===== src/rtl/sysctl_pkg.sv =====
package sysctl_pkg;

  localparam logic [31:0] ID_WORD    = 32'h411A_3001;
  localparam logic [31:0] STAT_WORD  = 32'h0010_0000;
  localparam logic [31:0] OSC_RST    = 32'h0100_0048;
  localparam logic [31:0] AUX_RST    = 32'h0007_FEFF;
  localparam logic [31:0] INIT_RST   = 32'h0000_0112;
  localparam logic [31:0] SDRAM_BASE = 32'h0001_1122;
  localparam logic [15:0] UNLOCK_KEY = 16'hA05F;
  localparam logic [31:0] KEY_OPEN   = 32'h0001_A05F;

  typedef enum logic [4:0] {
    SEL_NONE, SEL_ID, SEL_OSC, SEL_STAT, SEL_KEY, SEL_AUX, SEL_SDRAM,
    SEL_INIT, SEL_FLAGS, SEL_NV, SEL_IRQSTAT, SEL_IRQRAW, SEL_IRQEN,
    SEL_SOFT, SEL_FIQSTAT, SEL_FIQRAW, SEL_FIQEN
  } regSel_e;

  typedef struct packed {
    logic wrOsc;
    logic wrCtrl;
    logic wrKey;
    logic wrAux;
    logic wrSdram;
    logic wrInit;
    logic flagSet;
    logic flagClr;
    logic nvSet;
    logic nvClr;
    logic irqEnSet;
    logic irqEnClr;
    logic fiqEnSet;
    logic fiqEnClr;
    logic softSet;
    logic softClr;
  } strobe_t;

endpackage


===== src/rtl/sysctl_ctrl.sv =====
module sysctl_ctrl
  import sysctl_pkg::*;
#(
  parameter int ADDR_W = 8
) (
  input  logic              sel,
  input  logic              wrEn,
  input  logic [ADDR_W-1:0] addr,
  output regSel_e           rdSel,
  output strobe_t           stb
);

  localparam int WIDX_W = ADDR_W - 2;

  logic [WIDX_W-1:0] wordIdx;
  logic              isWr;
  logic              isRd;

  assign wordIdx = addr[ADDR_W-1:2];
  assign isWr    = sel & wrEn;
  assign isRd    = sel & ~wrEn;

  function automatic logic hit(input logic [WIDX_W-1:0] idx, input int byteOff);
    return idx == WIDX_W'(byteOff / 4);
  endfunction

  always_comb begin
    rdSel = SEL_NONE;
    if (isRd) begin
      if      (hit(wordIdx, 'h00)) rdSel = SEL_ID;
      else if (hit(wordIdx, 'h08)) rdSel = SEL_OSC;
      else if (hit(wordIdx, 'h10)) rdSel = SEL_STAT;
      else if (hit(wordIdx, 'h14)) rdSel = SEL_KEY;
      else if (hit(wordIdx, 'h1C)) rdSel = SEL_AUX;
      else if (hit(wordIdx, 'h20)) rdSel = SEL_SDRAM;
      else if (hit(wordIdx, 'h24)) rdSel = SEL_INIT;
      else if (hit(wordIdx, 'h30)) rdSel = SEL_FLAGS;
      else if (hit(wordIdx, 'h38)) rdSel = SEL_NV;
      else if (hit(wordIdx, 'h40)) rdSel = SEL_IRQSTAT;
      else if (hit(wordIdx, 'h44)) rdSel = SEL_IRQRAW;
      else if (hit(wordIdx, 'h48)) rdSel = SEL_IRQEN;
      else if (hit(wordIdx, 'h50)) rdSel = SEL_SOFT;
      else if (hit(wordIdx, 'h60)) rdSel = SEL_FIQSTAT;
      else if (hit(wordIdx, 'h64)) rdSel = SEL_FIQRAW;
      else if (hit(wordIdx, 'h68)) rdSel = SEL_FIQEN;
    end
  end

  always_comb begin
    stb          = '0;
    stb.wrOsc    = isWr & hit(wordIdx, 'h08);
    stb.wrCtrl   = isWr & hit(wordIdx, 'h0C);
    stb.wrKey    = isWr & hit(wordIdx, 'h14);
    stb.wrAux    = isWr & hit(wordIdx, 'h1C);
    stb.wrSdram  = isWr & hit(wordIdx, 'h20);
    stb.wrInit   = isWr & hit(wordIdx, 'h24);
    stb.flagSet  = isWr & hit(wordIdx, 'h30);
    stb.flagClr  = isWr & hit(wordIdx, 'h34);
    stb.nvSet    = isWr & hit(wordIdx, 'h38);
    stb.nvClr    = isWr & hit(wordIdx, 'h3C);
    stb.irqEnSet = isWr & hit(wordIdx, 'h48);
    stb.irqEnClr = isWr & hit(wordIdx, 'h4C);
    stb.softSet  = isWr & hit(wordIdx, 'h50);
    stb.softClr  = isWr & hit(wordIdx, 'h54);
    stb.fiqEnSet = isWr & hit(wordIdx, 'h68);
    stb.fiqEnClr = isWr & hit(wordIdx, 'h6C);
  end

endmodule


===== src/rtl/sysctl_dp.sv =====
module sysctl_dp
  import sysctl_pkg::*;
#(
  parameter int         IRQ_W     = 8,
  parameter logic [2:0] SIZE_CODE = 3'd2
) (
  input  logic             clk,
  input  logic             rstN,
  input  regSel_e          rdSel,
  input  strobe_t          stb,
  input  logic [31:0]      wdata,
  output logic [31:0]      rdata,
  output logic             irqOut,
  output logic             fiqOut,
  output logic             remapOut,
  output logic             ledOut,
  output logic             rstPulse,
  output logic [15:0]      keyQ,
  output logic [31:0]      oscQ,
  output logic [31:0]      auxQ,
  output logic [IRQ_W-1:0] levelQ,
  output logic [IRQ_W-1:0] irqEnQ,
  output logic [IRQ_W-1:0] fiqEnQ
);

  localparam logic [31:0] SDRAM_RST = SDRAM_BASE | (32'(SIZE_CODE) << 2);
  localparam int          NMASK     = 2;

  logic [31:0]      sdramQ;
  logic [31:0]      initQ;
  logic [31:0]      flagsQ;
  logic [31:0]      nvQ;
  logic             softQ;
  logic             unlocked;
  logic [IRQ_W-1:0] maskQ   [NMASK];
  logic [NMASK-1:0] maskSet;
  logic [NMASK-1:0] maskClr;
  logic [NMASK-1:0] reqNext;

  assign unlocked = (keyQ == UNLOCK_KEY);
  assign levelQ   = {{(IRQ_W-1){1'b0}}, softQ};

  // Key and the two lock-guarded oscillator words
  always_ff @(posedge clk or negedge rstN) begin
    if (!rstN) begin
      keyQ <= '0;
      oscQ <= OSC_RST;
      auxQ <= AUX_RST;
    end else begin
      if (stb.wrKey)             keyQ <= wdata[15:0];
      if (stb.wrOsc && unlocked) oscQ <= wdata;
      if (stb.wrAux && unlocked) auxQ <= wdata;
    end
  end

  // Plain words, init/control and reset pulse
  always_ff @(posedge clk or negedge rstN) begin
    if (!rstN) begin
      sdramQ   <= SDRAM_RST;
      initQ    <= INIT_RST;
      rstPulse <= 1'b0;
    end else begin
      rstPulse <= stb.wrCtrl & wdata[3];
      if (stb.wrSdram) sdramQ <= wdata;
      if (stb.wrInit) begin
        initQ <= wdata;
      end else if (stb.wrCtrl) begin
        initQ[2] <= wdata[2];
        initQ[0] <= wdata[0];
      end
    end
  end

  assign remapOut = initQ[2];
  assign ledOut   = initQ[0];

  // Set/clear flag words
  always_ff @(posedge clk or negedge rstN) begin
    if (!rstN) begin
      flagsQ <= '0;
      nvQ    <= '0;
    end else begin
      if (stb.flagSet)      flagsQ <= flagsQ | wdata;
      else if (stb.flagClr) flagsQ <= flagsQ & ~wdata;
      if (stb.nvSet)        nvQ    <= nvQ | wdata;
      else if (stb.nvClr)   nvQ    <= nvQ & ~wdata;
    end
  end

  // Software level bit
  always_ff @(posedge clk or negedge rstN) begin
    if (!rstN) begin
      softQ <= 1'b0;
    end else if (stb.softSet && wdata[0]) begin
      softQ <= 1'b1;
    end else if (stb.softClr && wdata[0]) begin
      softQ <= 1'b0;
    end
  end

  // Enable masks (index 0 normal, index 1 fast) and registered requests
  assign maskSet = {stb.fiqEnSet, stb.irqEnSet};
  assign maskClr = {stb.fiqEnClr, stb.irqEnClr};

  for (genvar k = 0; k < NMASK; k++) begin : g_mask
    always_ff @(posedge clk or negedge rstN) begin
      if (!rstN) begin
        maskQ[k] <= '0;
      end else if (maskSet[k]) begin
        maskQ[k] <= maskQ[k] | wdata[IRQ_W-1:0];
      end else if (maskClr[k]) begin
        maskQ[k] <= maskQ[k] & ~wdata[IRQ_W-1:0];
      end
    end
    assign reqNext[k] = |(levelQ & maskQ[k]);
  end

  assign irqEnQ = maskQ[0];
  assign fiqEnQ = maskQ[1];

  always_ff @(posedge clk or negedge rstN) begin
    if (!rstN) begin
      irqOut <= 1'b0;
      fiqOut <= 1'b0;
    end else begin
      irqOut <= reqNext[0];
      fiqOut <= reqNext[1];
    end
  end

  // Read multiplexer
  always_comb begin
    unique case (rdSel)
      SEL_ID:      rdata = ID_WORD;
      SEL_OSC:     rdata = oscQ;
      SEL_STAT:    rdata = STAT_WORD;
      SEL_KEY:     rdata = unlocked ? KEY_OPEN : {16'h0, keyQ};
      SEL_AUX:     rdata = auxQ;
      SEL_SDRAM:   rdata = sdramQ;
      SEL_INIT:    rdata = initQ;
      SEL_FLAGS:   rdata = flagsQ;
      SEL_NV:      rdata = nvQ;
      SEL_IRQSTAT: rdata = 32'(levelQ & irqEnQ);
      SEL_IRQRAW:  rdata = 32'(levelQ);
      SEL_IRQEN:   rdata = 32'(irqEnQ);
      SEL_SOFT:    rdata = {31'h0, softQ};
      SEL_FIQSTAT: rdata = 32'(levelQ & fiqEnQ);
      SEL_FIQRAW:  rdata = 32'(levelQ);
      SEL_FIQEN:   rdata = 32'(fiqEnQ);
      default:     rdata = '0;
    endcase
  end

endmodule


===== src/rtl/sysctl_regs.sv =====
module sysctl_regs
  import sysctl_pkg::*;
#(
  parameter int         ADDR_W    = 8,
  parameter int         IRQ_W     = 8,
  parameter logic [2:0] SIZE_CODE = 3'd2
) (
  input  logic              clk,
  input  logic              rstN,
  input  logic              sel,
  input  logic              wrEn,
  input  logic [ADDR_W-1:0] addr,
  input  logic [31:0]       wdata,
  output logic [31:0]       rdata,
  output logic              irqOut,
  output logic              fiqOut,
  output logic              remapOut,
  output logic              ledOut,
  output logic              rstPulse
);

  regSel_e          rdSel;
  strobe_t          stb;
  logic [15:0]      keyQ;
  logic [31:0]      oscQ;
  logic [31:0]      auxQ;
  logic [IRQ_W-1:0] levelQ;
  logic [IRQ_W-1:0] irqEnQ;
  logic [IRQ_W-1:0] fiqEnQ;

  sysctl_ctrl #(.ADDR_W(ADDR_W)) uCtrl (
    .sel   (sel),
    .wrEn  (wrEn),
    .addr  (addr),
    .rdSel (rdSel),
    .stb   (stb)
  );

  sysctl_dp #(.IRQ_W(IRQ_W), .SIZE_CODE(SIZE_CODE)) uDp (
    .clk      (clk),
    .rstN     (rstN),
    .rdSel    (rdSel),
    .stb      (stb),
    .wdata    (wdata),
    .rdata    (rdata),
    .irqOut   (irqOut),
    .fiqOut   (fiqOut),
    .remapOut (remapOut),
    .ledOut   (ledOut),
    .rstPulse (rstPulse),
    .keyQ     (keyQ),
    .oscQ     (oscQ),
    .auxQ     (auxQ),
    .levelQ   (levelQ),
    .irqEnQ   (irqEnQ),
    .fiqEnQ   (fiqEnQ)
  );

endmodule


===== config.mk =====
export PLATFORM = sky130hd
export DESIGN_NAME = sysctl_regs
export DESIGN_NICKNAME = d
export VERILOG_FILES = /design/src/rtl/sysctl_pkg.sv /design/src/rtl/sysctl_ctrl.sv /design/src/rtl/sysctl_dp.sv /design/src/rtl/sysctl_regs.sv
export SDC_FILE = /design/constraint.sdc
export NUM_CORES = 1
export LEC_CHECK = 0
export BUFFER_PORTS_ARGS = -buffer_cell sky130_fd_sc_hd__buf_2
export CELL_PAD_IN_SITES_DETAIL_PLACEMENT = 0
export CELL_PAD_IN_SITES_GLOBAL_PLACEMENT = 1
export CORE_AREA = 2 2 153 155
export CTS_CLUSTER_SIZE = 28
export DETAILED_ROUTE_END_ITERATION = 10
export DIE_AREA = 0 0 155 157
export PLACE_DENSITY = 0.76
export REMOVE_ABC_BUFFERS = 1
export SETUP_SLACK_MARGIN = 0.5
export SLEW_MARGIN = 40
export SYNTH_ARGS = -nofsm -noshare
export SYNTH_HDL_FRONTEND = slang
export SYNTH_SLANG_ARGS = --single-unit

===== constraint.sdc =====
create_clock -name clk -period 4.13 [get_ports clk]
set_clock_uncertainty 0.2 [all_clocks]
set_input_delay 0.826 -clock clk [delete_from_list [all_inputs] [get_ports clk]]
set_output_delay 0.826 -clock clk [all_outputs]
set_load 0.02 [all_outputs]

# == Word level (Yosys, flattened, before mapping) ==
# Cells that the tools add are included.
# totals
register_bits,228
out_inout_bits,37
# classes
n_eq_ne,38
bitwise,34
mux,33
reduce_logical,14
# op_table
op,n
$pmux 32 s14,1
$mux 32,4
$mux 5,17
$and 32x32->32,2
$or 32x32->32,2
$eq 6x5->1 const B,10
$eq 5x4->1 const B,8
$eq 6x4->1 const B,6
$and 1x8->8,4
$mux 8,4
$not 32->32,1
$eq 5x3->1 const B,4
$and 1x1->1,19
$eq 6x3->1 const B,3
$mux 17,1
$and 8x8->8,2
$eq 16x16->1 const B,1
$or 8x8->8,2
$reduce_or 8->1,2
$eq 6x2->1 const B,2
$reduce_bool 2->1,6
$eq 5x2->1 const B,2
$not 8->8,1
$logic_not 6->1,1
other kinds (6),14

# == Logic depth before layout (Yosys ltp) ==
# Gate-level depths: netlist of run 1.
# logic_depth
word_depth,21
ltp_mapped,10
mapped_depth_nobuf,6

# == By module ==
# From an unflattened synthesis of run 1, not the netlist that was laid out.
# hier_totals
hier_cells,913
hier_area_um2,10781.6
# modules_own_cells
module,cells_per_inst,area_each_um2,seq_area_each_um2,instances
sysctl_dp,850,10373.7,5743.0,1
sysctl_ctrl,63,407.9,0.0,1

# == Worst setup path after synthesis of run 1 ==
# OpenSTA, ideal clock, no wires.
# synth_timing
path_type,input port to output port
from,input addr[2]
to,output rdata[18]
setup_slack_ns,0.399
required_time_ns,3.104
path_buffers,2
cell_stages,8
arrival_time_ns,2.705
cell_sequence,buf_4 buf_2 inv_2 and3_1 nor2_1 mux2_2 a222oi_1 o21ai_1
# synth_via
elab_chain_len,21
word_cells_on_any_way,51
cone_classes,eq/ne: 31; mux: 18; reduce/logical: 2
# synth_lines
element,line_no,text
start: declaration,sysctl_regs.sv:12,"input logic [ADDR_W-1:0] addr,"
$eq 6x5->1,sysctl_ctrl.sv:24,return idx == WIDX_W'(byteOff / 4);
$mux 5,sysctl_ctrl.sv:45,"else if (hit(wordIdx, 'h68)) rdSel = SEL_FIQEN;"
$mux 5,sysctl_ctrl.sv:44,"else if (hit(wordIdx, 'h64)) rdSel = SEL_FIQRAW;"
$mux 5,sysctl_ctrl.sv:43,"else if (hit(wordIdx, 'h60)) rdSel = SEL_FIQSTAT;"
$mux 5,sysctl_ctrl.sv:42,"else if (hit(wordIdx, 'h50)) rdSel = SEL_SOFT;"
$mux 5,sysctl_ctrl.sv:41,"else if (hit(wordIdx, 'h48)) rdSel = SEL_IRQEN;"
$mux 5,sysctl_ctrl.sv:40,"else if (hit(wordIdx, 'h44)) rdSel = SEL_IRQRAW;"
$mux 5,sysctl_ctrl.sv:39,"else if (hit(wordIdx, 'h40)) rdSel = SEL_IRQSTAT;"
[... 5 more ...],n/a,
$mux 5,sysctl_ctrl.sv:33,"else if (hit(wordIdx, 'h14)) rdSel = SEL_KEY;"
$mux 5,sysctl_ctrl.sv:32,"else if (hit(wordIdx, 'h10)) rdSel = SEL_STAT;"
$mux 5,sysctl_ctrl.sv:31,"else if (hit(wordIdx, 'h08)) rdSel = SEL_OSC;"
$mux 5 *,sysctl_ctrl.sv:30,"if (hit(wordIdx, 'h00)) rdSel = SEL_ID;"
$mux 5 *,sysctl_ctrl.sv:29,if (isRd) begin
$eq 5x4->1,sysctl_dp.sv:133,unique case (rdSel)
$reduce_or 3->1 (no line),n/a,
$pmux 32 s14 *,sysctl_dp.sv:133,
end: declaration,sysctl_regs.sv:14,"output logic [31:0] rdata,"
# Mark *: on every way between the ends. The rest lies on a longest branch, timed or not.

# == Final worst setup path of run 1 ==
# layout_timing
from,input addr[7]
to,output rdata[0]
# Same word-level chain as after synthesis.

==> impl_metrics.toml, run 1 <==
[outcome]
outcome = "finished, final reports clean"

[synth]
ys_async_sr_fraction = 1.00
synthTopCellsByArea = "dfrtp_1 (45%), mux2_2 (15%), dfstp_2 (7.2%), a22o_1 (6.9%), nand2_1 (3.6%)"
synth_area_per_cell_um2 = 12.1
synth-seq-area-share = 0.521
synth_warnings = 0
yosysTopAreaCell = "dfrtp_1"
synth_seq_cells = 228
synth_cell_type_count = 78
synth-edff-count = 0
syn_area_um2 = 11000
ys.flop_type = "dfrtp_1"
synth_cells = 912
netlist.area_leader.share = 0.450

[cts]
clk_path_buf_depth = 3
ctsRootBufferMaster = "clkbuf_16"
cts_htree_levels = 1
tritoncts = "done"
path_clk_slew_ns = 0.06
worstSkewPairLatency_ns = 0.51
ctsHoldBuffers = 0
cts.sinks = 228
numCtsBuffers = 25

[worst_setup_path]
worstPathRequired_ns = 3.10
worst_setup_path_end_kind = "output port"
cp_cell_sequence = "buf_8 -> or3b_4 -> buf_6 -> a21oi_4 -> o21ai_4 -> mux2i_1 -> o22ai_1 -> or4_4 -> buf_6"
cpMostUsedCell = "buf_6"
cp-endpoint = "rdata[0]"
rr_endpoint = "uDp.oscQ[12]"
max_stage_delay_ns = 0.55
rr_worst_depth = 6
crit_fanout = 4
cp-start-kind = "input port"
cp_data_arrival_time_ns = 2.88
slowest_stage = "or4_4"
rrSetupSlack_ns = 1.38
rr_startpoint = "uDp.keyQ[10]"
criticalPathCategory = "in -> out"
crit_start = "addr[7]"

[floorplan]
fp.dieW_um = 155
dieArea_um2 = 24300
coreArea_um2 = 22500
io_pins = 81
initial_core_util = 0.490
rows = 55
die_height_um = 157

[sta]
worst_slack_ns = 0.221
max_freq_ghz = 0.256
min_period_ns = 3.91
final.period_utilization = 0.946
rsz0062_at_grt = "true"
hold_viol = 0
setup-violations-final = 0
finalSetupTns_ns = 0
finalMaxSlewViolations = 0
tightest_slew_ns = 0.714
relSlewSlack = 0.524

[finish]
final_common_cell = "dfrtp_1"
seq_area_um2 = 5740
fillers = 1664
multi_input_area_um2 = 5410
nets = 1136
syn_to_final_growth_pct = 32.6
layout.cells.most_common_list = "dfrtp_1 (198), mux2_2 (143), nand2_1 (100)"
drive_gt1_frac = 0.505
fin_cells = 1396

[place]
port_buffers = 78
gp_congestion = 0.808
dpl.hpwl_um = 19300
dp_slack_ns = -0.100
dp.cells = 1278

[route]
drt-initial-drc-count = 837
drt_wl_total_um = 33700
via_per_inst = 6.26
dr.pass1.iters = 6
wl_per_cell_um = 24.2
final_antenna_net_count = 0
route.detailed.drc = 0
num_vias = 8739

[pwr]
power_density_nw_per_um2 = 354
power_mw = 5.17
p_leak_nw = 6.67
ir_drop_v = 0.000308

[global_route]
grt_usage = 0.276
antenna_found_initial = 1
overflow = 0
grt_pass1_wl_um = 52000
grt_max_degree = 97
grt_pass1_vias = 8869

[flow_run]
timing.max_cap.violations = 0

[worst_hold_path]
hp-class = "in -> async"
cell type report:
| cell class | count | share of cell area |
|---|---|---|
| Clock inverter | 7 | 0.00265 |
| Tap cell | 285 | 0.0244 |
| Timing Repair Buffer | 226 | 0.154 |
| Clock buffer | 38 | 0.0537 |
| Multi-Input combinational cell | 605 | 0.370 |
| Antenna cell | 1 | 0.000171 |
| Inverter | 6 | 0.00154 |
| Sequential cell | 228 | 0.393 |
worst min path at each step:
stage / start / cells past startpoint / slack [ns] / endpoint
2_1_floorplan: uDp.initQ[3] / 2 / 0.25 / uDp.initQ[3]
3_3_place_gp: uDp.oscQ[1] / 1 / 0.26 / uDp.oscQ[1]
3_5_place_dp: uDp.oscQ[1] / 1 / 0.27 / uDp.oscQ[1]
4_1_cts: rstN / 1 / 0.17 / uDp.keyQ[15]
5_1_grt: rstN / 1 / 0.20 / uDp.oscQ[18]
6_report: rstN / 1 / 0.13 / asynchronous set/reset pin
cell families (layout without fill, tap and decap cells):
logic type,after synthesis,count (layout),synth area share
AO/OA/AOI/OAI,226,226,0.175
XOR/XNOR,1,1,0.00148
buffers and inverters,79,277,0.0372
flip-flops,228,228,0.521
multiplexers,158,158,0.161
other,0,1,0
AND/OR/NAND/NOR,220,220,0.105
cells in the mapped netlist, types with 6 or more instances:
cell type,instances
nand2_1,105
o21ai_0,6
a22oi_1,33
buf_2,19
a32o_1,6
mux2i_1,8
dfrtp_1,198
a21oi_1,12
mux2_1,7
clkbuf_1,36
nand3_1,19
nor3_1,10
a221oi_1,7
dfstp_2,30
nor2_1,22
buf_6,11
o21ai_1,6
a22o_1,87
a222oi_1,21
mux2_2,143
metrics by stage:
stage / instance area (µm²) / hold WS [ns] / utilization
final: 14600 / 0.130 / 0.649
after global routing: 14600 / 0.200 / 0.649
after CTS: 14200 / 0.168 / 0.633
after detailed placement: 12100 / 0.273 / 0.538
after global placement: 12100 / 0.263 / 0.538
after floorplan: 10600 / 0.250 / -
layer usage:
| metal | routed length, µm | global-route usage |
|---|---|---|
| met5 | 7 | 0 |
| met4 | 911 | 0.0745 |
| met3 | 2170 | 0.0352 |
| met2 | 15600 | 0.439 |
| met1 | 15000 | 0.401 |
report_power, final:
part	total [mW]	switching [mW]	internal, mW
clock	2.19	0.885	1.30
sequential	2.46	0.0869	2.37
combinational	0.521	0.261	0.259
total	5.17	1.23	3.94
worst max-delay path: cells and delay by family:
kind,cells,cell delay [ns]
AO/OA/AOI/OAI,3,0.47
multiplexers,1,0.23
AND/OR/NAND/NOR,2,0.95
buffers and inverters,3,0.39
what timing repair did:
item | 4_1_cts | 5_1_grt
endpoints found under the setup margin | 32 | 32
pin swaps | 71 | 51
cloned | 7 | 1
endpoints found under the hold margin | 0 | 0
buffers inserted | 46 | 18
gates resized for setup | 189 | 50
(Power assumes the default switching activity.)
==> inputs of run 2 (changes only) <==
ABC_AREA = 1   (was unset)
CORE_AREA = 2 2 159 161   (was 2 2 153 155)
DIE_AREA = 0 0 161 163   (was 0 0 155 157)
SYNTH_HIERARCHICAL = 1   (was unset)
==> run 2 against run 1 <==
Compared with the run above: sequential power about the same; critical path depth increased by 9; clock-buffer cell count grew 2; clock power barely moved; final cell count up 37%; non-clock buffer count shrank 52; area after synthesis is 2.0% lower; synthesized cell count is 55% higher; routed wire length shrank 4.9%; die area is 7.8% higher; largest power group unchanged.
==> impl_metrics.toml, run 2 <==
[route]
dr.pass1.iters = 5
drt-initial-drc-count = 669
via_per_inst = 5.03
num_vias = 9600
wl_per_cell_um = 16.8
route.detailed.drc = 0
final_antenna_net_count = 0
drt_wl_total_um = 32100

[cts]
ctsRootBufferMaster = "clkbuf_16"
tritoncts = "done"
cts_htree_levels = 1
worstSkewPairLatency_ns = 0.54
ctsHoldBuffers = 0
cts.sinks = 228
clk_path_buf_depth = 3
numCtsBuffers = 26
path_clk_slew_ns = 0.06

[global_route]
grt_pass1_vias = 9338
grt_pass1_wl_um = 51300
antenna_found_initial = 1
grt_max_degree = 69
overflow = 0
grt_usage = 0.250

[worst_setup_path]
cpMostUsedCell = "buf_6"
crit_fanout = 8
slowest_stage = "nor3_4"
cp-start-kind = "input port"
cp_data_arrival_time_ns = 2.93
worst_setup_path_end_kind = "output port"
criticalPathCategory = "in -> out"
max_stage_delay_ns = 0.27
cp_cell_sequence = "buf_8 -> nor2_4 -> inv_2 -> nor2_4 -> nand2_2 -> nand3_2 -> nor2_2 -> nor2_2 -> buf_6 -> nand2_8 -> nor3_4 -> buf_6 -> buf_12 -> nand2_1 -> nand3_1 -> nor2_1 -> nand2_1 -> buf_6"
worstPathRequired_ns = 3.10

[finish]
nets = 1601
syn_to_final_growth_pct = 28.3
final_common_cell = "nand2_1"
utilization = 0.561
layout.cells.most_common_list = "nand2_1 (489), dfrtp_1 (198), o21ai_0 (138)"
drive_gt1_frac = 0.219

[sta]
min_period_ns = 3.96
rsz0062_at_grt = "true"
finalMaxSlewViolations = 0
hold_ws_ns = 0.0463
worst_slack_ns = 0.170
final.period_utilization = 0.959
relSlewSlack = 0.418
hold_viol = 0
max_freq_ghz = 0.253
setup-violations-final = 0
tightest_slew_ns = 0.869
finalSetupTns_ns = 0

[outcome]
outcome = "finished, final reports clean"

[pwr]
p_leak_nw = 6.98
power_density_nw_per_um2 = 370
ir_drop_v = 0.000336

[place]
dpl.hpwl_um = 19200
dp_slack_ns = 0.0309
gp_congestion = 0.887
port_buffers = 78

[floorplan]
fp.dieW_um = 161
initial_core_util = 0.437
dieArea_um2 = 26200
rows = 58
coreArea_um2 = 24700
io_pins = 81
die_height_um = 163

[synth]
synth_cells = 1418
syn_area_um2 = 10800
synth_warnings = 6
synth_area_per_cell_um2 = 7.61

[worst_hold_path]
hp-class = "in -> async"

[flow_run]
timing.max_cap.violations = 0
==> run 2: timing repair <==
item                       CTS  global route
cloned                       6             0
buffers inserted            27             6
resized for setup          146            38
setup endpoints to repair   32            32
pin swaps                   41            20
==> run 2: power by group <==
group	leakage [nW]	internal [mW]	switching [mW]
clock network	0.409	1.28	0.925
logic	3.66	0.155	0.272
registers	2.91	2.41	0.0798
total	6.98	3.84	1.28
==> run 2: final cells by class <==
type | count | area, µm²
tap | 330 | 413
clock buffer | 40 | 763
multi-input combinational | 1013 | 4690
antenna | 1 | 2.50
inverter | 114 | 438
timing repair buffer | 174 | 1740
clock inverter | 8 | 57.6
fill | 2371 | 10800
sequential | 228 | 5740
==> run 2: worst paths after layout <==
| check | start | endpoint | slack (ns) | depth (start not counted) |
|---|---|---|---|---|
| max in group asynchronous | rstN | uDp/sdramQ[1] | 2.65 | 3 |
| setup / recovery | addr[7] | rdata[5] | 0.17 | 18 |
| setup reg to reg | uDp/keyQ[11] | uDp/auxQ[19] | 1.66 | 7 |
| hold / removal | rstN | asynchronous set/reset pin | 0.05 | 1 |
| hold reg to reg | uDp/oscQ[24] | uDp/oscQ[24] | 0.27 | 2 |
| min in group clk | uDp/oscQ[24] | uDp/oscQ[24] | 0.27 | 2 |
==> run 2: critical path, delay by kind of cell <==
family	cells	cell delay [ns]
buffers and inverters	6	0.75
and+or+nand+nor	12	1.32
==> run 2: per-layer routing <==
layer	GRT usage	vias to the layer above	part of all wire	routed length [µm]
li1	-	4790	-	-
met1	0.350	4564	0.46	14900
met2	0.423	204	0.47	15200
met3	0.0293	42	0.047	1520
met4	0.0499	0	0.015	494
met5	0	-	0	0
==> run 2: per-stage QoR <==
step / cell area [µm²] / cells / power, mW
3_5_place_dp: 12000 / 1820 / 2.91
2_1_floorplan: 10500 / 1355 / 2.72
5_1_grt: 13800 / 1907 / 5.34
4_1_cts: 13700 / 1901 / 5.17
3_3_place_gp: 12000 / 1819 / 2.89
6_report: 13900 / 1908 / 5.12
==> inputs of run 3 (changes only) <==
CELL_PAD_IN_SITES_DETAIL_PLACEMENT = unset   (was 0)
CELL_PAD_IN_SITES_GLOBAL_PLACEMENT = unset   (was 1)
CORE_AREA = 2 2 144 146   (was 2 2 159 161)
DIE_AREA = 0 0 146 148   (was 0 0 161 163)
PLACE_DENSITY = 0.7   (was 0.76)
==> run 3 against run 2 <==
Compared with the run above: the run now ends with setup timing left; sequential power about the same; sequential share of layout area fell by 1.7 points; total power rose by 0.61%; first-iteration DRC count grew 71%; non-clock buffer count grew 33; register-to-register slack improved by 0.46 ns; largest power group unchanged; via count grew 13%; critical path type unchanged.
==> impl_metrics.toml, run 3 (same netlist as run 2, synthesis figures left out) <==
[pwr]
power_mw = 5.15
power_frac_seq = 0.487
power_density_nw_per_um2 = 357
p_leak_nw = 7.35
p_sw_frac = 0.252
p_comb_frac = 0.094
ir_drop_v = 0.000259
switchingPower_mw = 1.30
pwr-share-clk = 0.419
internal_power_mw = 3.85

[cts]
ctsRootBufferMaster = "clkbuf_16"
tritoncts = "done"
numCtsBuffers = 25
cts.sinks = 228
worstSkewPairLatency_ns = 0.52
cts_htree_levels = 1
clk_path_buf_depth = 3
path_clk_slew_ns = 0.06

[global_route]
grt_usage = 0.305
antenna_found_initial = 1
grt_pass1_wl_um = 51900
grt_max_degree = 110
grt_pass1_vias = 9798
overflow = 0

[finish]
fin_cells = 1877
final_common_cell = "nand2_1"
postLayoutCellArea_um2 = 14400
fillers = 1489
layout.cells.most_common_list = "nand2_1 (469), dfrtp_1 (198), nor2_1 (110)"
nets = 1633
utilization = 0.721
syn_to_final_growth_pct = 33.9
drive_gt1_frac = 0.268

[sta]
finalMaxSlewViolations = 0
finalSetupTns_ns = -0.131
max_freq_ghz = 0.237
min_period_ns = 4.21
final.period_utilization = 1.02
relSlewSlack = 0.366
worst_slack_ns = -0.0849
rsz0062_at_grt = "true"
setup-violations-final = 3
hold_viol = 0
hold_ws_ns = 0.0218
tightest_slew_ns = 0.948

[route]
num_vias = 10900
dr.pass1.iters = 6
route.detailed.drc = 0
wl_per_cell_um = 20.6
drt_wl_total_um = 38600
via_per_inst = 5.79
drt-initial-drc-count = 1146
final_antenna_net_count = 0

[place]
dpl.hpwl_um = 18000
dpl_cell_area_um2 = 11700
dp_slack_ns = 0.0748
port_buffers = 78
dp.cells = 1748
gp_congestion = 0.886

[floorplan]
initial_core_util = 0.539
die_height_um = 148
fp.dieW_um = 146
rows = 52
io_pins = 81
coreArea_um2 = 20000
dieArea_um2 = 21600

[worst_setup_path]
cp_cell_sequence = "buf_8 -> nor2_4 -> inv_2 -> nor2_4 -> inv_2 -> o21ai_2 -> nor2_1 -> nor2_1 -> buf_4 -> buf_4 -> buf_4 -> nor2_4 -> nand2_2 -> buf_6 -> o21ai_1 -> nor2_1 -> nand3_2 -> buf_6"
criticalPathCategory = "in -> out"
worstPathRequired_ns = 3.10
cp_data_arrival_time_ns = 3.19
cp-start-kind = "input port"
max_stage_delay_ns = 0.22
slowest_stage = "nor2_4"
crit_fanout = 6
worst_setup_path_end_kind = "output port"

[worst_hold_path]
hp-class = "in -> async"

[outcome]
outcome = "finished with violations"
failed_checks = "setup timing"

[flow_run]
timing.max_cap.violations = 0
run 3: routing by layer:
| metal | up-vias | track usage | wire length (µm) |
|---|---|---|---|
| met5 | - | 0 | 13 |
| met4 | 2 | 0.127 | 2440 |
| met3 | 208 | 0.0417 | 3880 |
| met2 | 693 | 0.500 | 17500 |
| met1 | 5127 | 0.412 | 14800 |
| li1 | 4832 | - | - |
run 3: layout make-up:
type	count	area, µm²	area share
Antenna cell	1	2.50	0.000173
Inverter	114	467	0.0323
Clock buffer	39	728	0.0504
Multi-Input combinational cell	1013	4990	0.346
Tap cell	270	338	0.0234
Timing Repair Buffer	207	2120	0.147
Clock inverter	5	52.6	0.00364
Sequential cell	228	5740	0.398
run 3: critical path, delay by kind of cell:
family | cells | cell delay (ns)
AO/OA/AOI/OAI | 2 | 0.20
buffers and inverters | 8 | 1.07
AND/OR/NAND/NOR | 8 | 1.09
run 3: power by group through the flow:
stage / clock network, mW / logic, mW / registers (mW)
after floorplan: 0 / 0.206 / 2.52
after global placement: 0 / 0.353 / 2.53
after detailed placement: 0 / 0.365 / 2.53
after CTS: 2.16 / 0.412 / 2.50
after global routing: 2.27 / 0.536 / 2.52
final: 2.16 / 0.486 / 2.51
run 3: what timing repair did:
action	4_1_cts	5_1_grt
gates resized for setup	145	206
setup endpoints to repair	32	104
pin swaps	29	57
setup buffers	52	18
gates cloned	5	8
hold buffers	0	0
run 3: path summary, 6_finish.rpt:
check                      cells after the start         start  slack, ns                         end
min                                            1          rstN       0.02  asynchronous set/reset pin
max reg2reg                                    7  uDp/keyQ[11]       2.12                uDp/auxQ[16]
min reg2reg                                    2   uDp/oscQ[3]       0.27                 uDp/oscQ[3]
max in group asynchronous                      2          rstN       2.84                uDp/auxQ[10]
max                                           18       addr[7]      -0.08                    rdata[1]
min in group clk                               2   uDp/oscQ[3]       0.27                 uDp/oscQ[3]
